File: config.mk
export PLATFORM = sky130hd
export DESIGN_NAME = flash_wgate_timer
export DESIGN_NICKNAME = d
export VERILOG_FILES = /design/src/rtl/wg_pkg.sv /design/src/rtl/wg_down_counter.sv /design/src/rtl/wg_blocked_log.sv /design/src/rtl/flash_wgate_timer.sv
export SDC_FILE = /design/constraint.sdc
export NUM_CORES = 1
export LEC_CHECK = 0
export ABC_AREA = 1
export BUFFER_PORTS_ARGS = -buffer_cell sky130_fd_sc_hd__clkbuf_2
export CAP_MARGIN = 5
export CORE_AREA = 2 2 93 95
export DETAILED_ROUTE_END_ITERATION = 10
export DIE_AREA = 0 0 95 97
export GPL_ROUTABILITY_DRIVEN = 1
export PLACE_DENSITY = 0.43
export SETUP_SLACK_MARGIN = 0.3
export SYNTH_ARGS = -nofsm -noshare
export SYNTH_HDL_FRONTEND = slang
export SYNTH_SLANG_ARGS = --single-unit
File: constraint.sdc
create_clock -name clk -period 1.4 [get_ports clk]
set_input_delay 0.07 -clock clk [delete_from_list [all_inputs] [get_ports clk]]
set_output_delay 0.07 -clock clk [all_outputs]
set_load 0.02 [all_outputs]
File: src/rtl/wg_pkg.sv
package wg_pkg;
    typedef enum logic [1:0] {
        ST_CLOSED   = 2'd0,
        ST_SETTLING = 2'd1,
        ST_READY    = 2'd2,
        ST_OPEN     = 2'd3
    } wg_state_e;

    localparam int ARM_BIT = 0;
    localparam int CLR_BIT = 1;
endpackage

File: src/rtl/wg_down_counter.sv
module wg_down_counter #(
    parameter int WIDTH    = 8,
    parameter int LOAD_VAL = 10
) (
    input  logic clk,
    input  logic rst_n,
    input  logic load,
    input  logic en,
    output logic zero
);
    logic [WIDTH-1:0] cnt;

    always_ff @(posedge clk or negedge rst_n) begin
        if (!rst_n) begin
            cnt <= '0;
        end else if (load) begin
            cnt <= WIDTH'(LOAD_VAL);
        end else if (en && cnt != '0) begin
            cnt <= cnt - 1'b1;
        end
    end

    assign zero = (cnt == '0);

    // a load always leaves the programmed value for the next cycle (supports R3/R4 timing)
    p_load_value_r3: assert property (@(posedge clk) disable iff (!rst_n)
        load |=> (cnt == WIDTH'(LOAD_VAL)));
endmodule

File: src/rtl/wg_blocked_log.sv
module wg_blocked_log #(
    parameter int CNT_W = 4
) (
    input  logic             clk,
    input  logic             rst_n,
    input  logic             blocked,
    input  logic             clear,
    output logic             flag,
    output logic [CNT_W-1:0] count
);
    localparam logic [CNT_W-1:0] CNT_MAX = {CNT_W{1'b1}};

    always_ff @(posedge clk or negedge rst_n) begin
        if (!rst_n) begin
            flag  <= 1'b0;
            count <= '0;
        end else if (clear) begin
            flag  <= blocked;
            count <= blocked ? CNT_W'(1) : '0;
        end else if (blocked) begin
            flag <= 1'b1;
            if (count != CNT_MAX) begin
                count <= count + 1'b1;
            end
        end
    end

    p_flag_sticky_r6: assert property (@(posedge clk) disable iff (!rst_n)
        (flag && !clear) |=> flag);

    p_no_wrap_r7: assert property (@(posedge clk) disable iff (!rst_n)
        (count == CNT_MAX && !clear) |=> (count == CNT_MAX));

    p_clear_r8: assert property (@(posedge clk) disable iff (!rst_n)
        (clear && !blocked) |=> (!flag && count == '0));
endmodule

File: src/rtl/flash_wgate_timer.sv
module flash_wgate_timer
    import wg_pkg::*;
#(
    parameter int WIN_CYC = 200000,
    parameter int SET_CYC = 2500,
    parameter int CTL_W   = 8,
    parameter int CNT_W   = 4
) (
    input  logic             clk,
    input  logic             rst_n,
    input  logic             ctl_wr,
    input  logic [CTL_W-1:0] ctl_wdata,
    input  logic             flash_wr,
    output logic             gate_open,
    output logic             gate_ready,
    output logic             blk_flag,
    output logic [CNT_W-1:0] blk_count
);
    localparam int WIN_W = $clog2(WIN_CYC + 1);
    localparam int SET_W = $clog2(SET_CYC + 1);

    wg_state_e state, state_nx;
    logic      arm, clr, blocked;
    logic      win_zero, set_zero;

    assign arm = ctl_wr & ctl_wdata[ARM_BIT];
    assign clr = ctl_wr & ctl_wdata[CLR_BIT];

    logic unused_ctl;
    assign unused_ctl = ^ctl_wdata;

    // window counter runs in every open state
    wg_down_counter #(.WIDTH(WIN_W), .LOAD_VAL(WIN_CYC - 1)) i_win_cnt (
        .clk  (clk),
        .rst_n(rst_n),
        .load (arm),
        .en   (state != ST_CLOSED),
        .zero (win_zero)
    );

    // settle counter runs only while settling
    wg_down_counter #(.WIDTH(SET_W), .LOAD_VAL(SET_CYC - 1)) i_set_cnt (
        .clk  (clk),
        .rst_n(rst_n),
        .load (arm),
        .en   (state == ST_SETTLING),
        .zero (set_zero)
    );

    // next-state logic: ARM > EXPIRE > SETTLED / STROBED
    always_comb begin
        state_nx = state;
        unique case (state)
            ST_CLOSED: begin
                if (arm) state_nx = ST_SETTLING;
            end
            ST_SETTLING: begin
                if (arm)           state_nx = ST_SETTLING;
                else if (win_zero) state_nx = ST_CLOSED;
                else if (set_zero) state_nx = ST_READY;
            end
            ST_READY: begin
                if (arm)           state_nx = ST_SETTLING;
                else if (win_zero) state_nx = ST_CLOSED;
                else               state_nx = ST_OPEN;
            end
            ST_OPEN: begin
                if (arm)           state_nx = ST_SETTLING;
                else if (win_zero) state_nx = ST_CLOSED;
            end
            default: state_nx = ST_CLOSED;
        endcase
    end

    always_ff @(posedge clk or negedge rst_n) begin
        if (!rst_n) state <= ST_CLOSED;
        else        state <= state_nx;
    end

    // outputs
    always_comb begin
        gate_open  = 1'b0;
        gate_ready = 1'b0;
        unique case (state)
            ST_CLOSED:   ;
            ST_SETTLING: gate_open = 1'b1;
            ST_READY: begin
                gate_open  = 1'b1;
                gate_ready = 1'b1;
            end
            ST_OPEN:     gate_open = 1'b1;
            default:     ;
        endcase
    end

    assign blocked = flash_wr & ~gate_open;

    wg_blocked_log #(.CNT_W(CNT_W)) i_blk_log (
        .clk  (clk),
        .rst_n(rst_n),
        .blocked(blocked),
        .clear(clr),
        .flag (blk_flag),
        .count(blk_count)
    );

    p_arm_opens_r2: assert property (@(posedge clk) disable iff (!rst_n)
        arm |=> (gate_open && !gate_ready));

    p_close_on_expiry_r3: assert property (@(posedge clk) disable iff (!rst_n)
        $fell(gate_open) |-> $past(win_zero));

    p_ready_open_r4: assert property (@(posedge clk) disable iff (!rst_n)
        gate_ready |-> gate_open);

    p_ready_single_r4: assert property (@(posedge clk) disable iff (!rst_n)
        gate_ready |=> !gate_ready);

    p_rearm_restart_r5: assert property (@(posedge clk) disable iff (!rst_n)
        (arm && gate_open) |=> (gate_open && !win_zero || WIN_CYC == 1));

    p_open_no_record_r9: assert property (@(posedge clk) disable iff (!rst_n)
        (gate_open && !clr) |=> $stable(blk_count));
endmodule

==> summary.md <==
| Metric | Value |
|---|---|
| Status | finished with violations |
| Failing checks | setup timing |
| Fin nets | 467 |
| Ant diodes | 0 |
| Max IR drop VDD | approximately 0.55 mV |
| Longest Clk Path Bufs | 2 |
| Sequential share of power | between 30% and 40% |
| Reg2Reg Setup Slack | -50 ps |
| #FFs+latches synth | 37 |
| HPWL after DPL | roughly 4.6 mm |
| Max incr delay on CP | roughly 400 ps |
| Gr usage total | between 10% and 20% |
| Switching portion of total power | a little over a third |
| Avg WL per Cell | between 10 and 15 um |
| Max Fclk | 0.689 GHz |
| Wire length of the first global-routing pass | 12.0 mm |
| Hold EP | i_blk_log.flag$_DFFE_PN0P_ |
| Top delay family on crit path | simple AND/OR/NAND/NOR gates |
| Crit Reg-Reg Endpoint | i_win_cnt.cnt[16]$_DFFE_PN0P_ |
| Drt pass-1 iters | 4 |
| CTS sink cnt | 37 |
| Avg Synthesized Cell Area | 6.82 um2 |
| Largest net degree at the start of global routing | 38 |
| Clk pin slew, worst setup/hold paths | 80 ps |
| WS Path Type | reg2reg |
| # DRC | 0 |
| CP Capture Type | flip-flop |
| Pint | about 2.1 mW |
| Total grt overflow | 0 |
| Total CTS buffers | 5 |
| Seq/Total Area, Yosys | between 30% and 40% |
| CTS tree | yes |
| Antenna viol nets, final | 0 |
| Post-layout min period | 1450 ps |
| Buffers & Inverters on Critical Path | 2 |
| Cell area after synthesis | 0.00233 mm2 |
| Die ar. | 0.00922 mm2 |
| Cell count of the worst hold path | 4 |
| Number of synthesis warnings | 0 |
| Worst path required time | 1630 ps |
| Via Count | 2547 |
| Reg2reg start | i_win_cnt.cnt[0]$_DFFE_PN0P_ |
| Layout cells sized above 1 | between 40 and 50% |
| Worst Path Max Fanout | 3 |
| Worst-Skew Late Latency | ~300 ps |
| # IOs | 19 |
| P_leak | 1.81 nW |
| NetSw | between 1 and 1.5 mW |
| Final wirelength | slightly above 7 mm |
| Port Buf Inserts | 12 |
| Layout Utilization | 47.2% |
| Gate count of the mapped netlist | about 340 |
| Mapped Nets | 357 |
| Endpoints failing hold | 0 |
| Slowest CP cell | dfrtp_1 |
| Sequence of cells on the critical path | inv_2, ha_4, nand2_4, nor2_4, buf_4, nand4_1, or2_4, nand3_1 |
| Unrepaired setup endpoints after global routing | true |
| Initial antenna violation count | 0 |
| HP Class | in2reg |
| Die X-Extent | roughly 95 um |
| H-tree depth | 2 |
| # rows | 33 |
| 1st-iter DRT viols | 66 |
| Hold_sp | flash_wr |
| Placed inst area | around 0.0030 mm2 |
| Comb pwr share | 37.9% |
| Period utilization | 104% |
| Crit. Startpoint | i_win_cnt.cnt[0]$_DFFE_PN0P_ |
| Setup WS post-layout | -51.1 ps |
| Slew Viols, Final | 0 |
| Relative slew slack | between 60% and 70% |
| Gpl congestion | just under 0.8 |
| Via density | 4.58 |
| Least-Margin Pin Slew | 512 ps |
| PwrDens | 875 mW/mm2 |
| Clock group share of total power | 23.1% |
| Distinct cell type count after synthesis | 27 |
| Clock Tree Root | clkbuf_8 |
| Post-layout instance area | roughly 0.0038 mm2 |
| Vias in the first global route | between 2000 and 3000 |
| Core box area | about 0.0081 mm2 |
| Height of the die | about 97 um |
| Starting Density | ~29% |
| Max Cap Viol | 0 |
| P&R area growth vs syn | 64.8% |
| Final setup skew | approximately 13 ps |
| CP startpoint kind | flip-flop |
| Setup Viol. Count Final | 20 |
| R2R cell count | 8 |
| Worst Path Arrival | between 1500 and 2000 ps |
[cells in the mapped netlist (all sizes together)]
library cell	number	area [um2]
clkbuf	3	11.3
nand3b	1	7.51
xor2	3	26.3
nand4	7	43.8
nor2	58	233
o211ai	2	15.0
o21ai	23	115
xnor2	4	35.0
buf	3	22.5
nor3	4	20.0
inv	37	139
a21oi	1	5.00
nor3b	1	7.51
dfrtp	37	926
and3	1	6.26
nand3	39	213
or2	1	6.26
nand2	112	445
ha	4	50.1
[through the flow]
step | hold WS (ps) | TNS, ps | instances | setup WS, ps | total power, mW
detailed placement | 169 | -1730 | 516 | -124 | 2.27
global route | 154 | -2870 | 556 | -139 | 3.58
floorplan | -226 | -3.33 | 341 | -3.27 | 1.77
CTS | 118 | -345 | 546 | -28.9 | 3.32
global placement | 166 | -2310 | 516 | -126 | 2.27
finish | 131 | -612 | 556 | -51.1 | 3.36
[layout by cell type (no fill, tap or decap), types with 6 or more instances in the layout]
master,instances
buf_4,77
inv_1,26
nand2_4,6
nor2_1,26
o21ai_2,8
clkbuf_8,6
nand2_2,24
buf_6,16
nand4_1,7
nor2_2,18
o21ai_1,12
nand3_1,31
clkbuf_2,8
dfrtp_1,35
nand2_1,80
nor2_4,14
inv_2,7
[per-layer routing]
layer / global-route usage [%] / part of all wire (%)
met3: 2.73 / 2.0
met2: 28.2 / 51
met4: 3.90 / 0.88
met1: 21.1 / 47
met5: 0 / 0
[what timing repair did]
item	CTS	global route
hold endpoints to repair	37	0
setup buffers	19	10
endpoints found under the setup margin	38	40
cloned	3	0
pin swaps	43	27
resized for setup	101	54
hold buffers	1	0
[layout make-up]
class | count | area, um2
fill | 777 | 4300
multi-input combinational | 264 | 1680
sequential | 37 | 928
timing repair buffer | 106 | 872
inverter | 37 | 149
tap | 105 | 131
clock buffer | 6 | 72.6
clock inverter | 1 | 5.00
[how the worst max path moves through the flow]
stage,to,slack (ps),depth (start not counted)
floorplan,i_win_cnt.cnt[8]$_DFFE_PN0P_,-3,9
global placement,i_win_cnt.cnt[3]$_DFFE_PN0P_,-130,8
detailed placement,i_win_cnt.cnt[0]$_DFFE_PN0P_,-120,8
CTS,i_win_cnt.cnt[0]$_DFFE_PN0P_,-30,9
global route,i_win_cnt.cnt[15]$_DFFE_PN0P_,-140,9
finish,i_win_cnt.cnt[16]$_DFFE_PN0P_,-50,8
[flip-flops by register name, summed over array words and instances, names as in the netlist]
name,count
i_blk_log.count,4
i_blk_log.flag,1
i_set_cnt.cnt,12
i_win_cnt.cnt,18
state,2
[worst min-delay path: cells and delay by family]
kind / cells / cell delay, ps
AND/OR/NAND/NOR: 2 / 120
buffers and inverters: 2 / 200
[power by group through the flow]
stage | Sequential, mW | Clock (mW) | Combinational (mW)
5_1_grt | 1.33 | 0.832 | 1.42
4_1_cts | 1.31 | 0.794 | 1.21
3_5_place_dp | 1.31 | 0 | 0.963
2_1_floorplan | 1.31 | 0 | 0.458
3_3_place_gp | 1.31 | 0 | 0.965
6_report | 1.31 | 0.774 | 1.27
[cells by family (layout without fill, tap and decap cells)]
kind of cell | Yosys count | in the layout | synth area share, %
buffers and inverters | 43 | 150 | 7.42
flip-flops | 37 | 37 | 39.8
adder cells (fa/ha/maj) | 4 | 4 | 2.15
XOR/XNOR | 7 | 7 | 2.63
AO/OA/AOI/OAI | 26 | 26 | 5.81
AND/OR/NAND/NOR | 224 | 227 | 42.2
(Power assumes the default switching activity.)
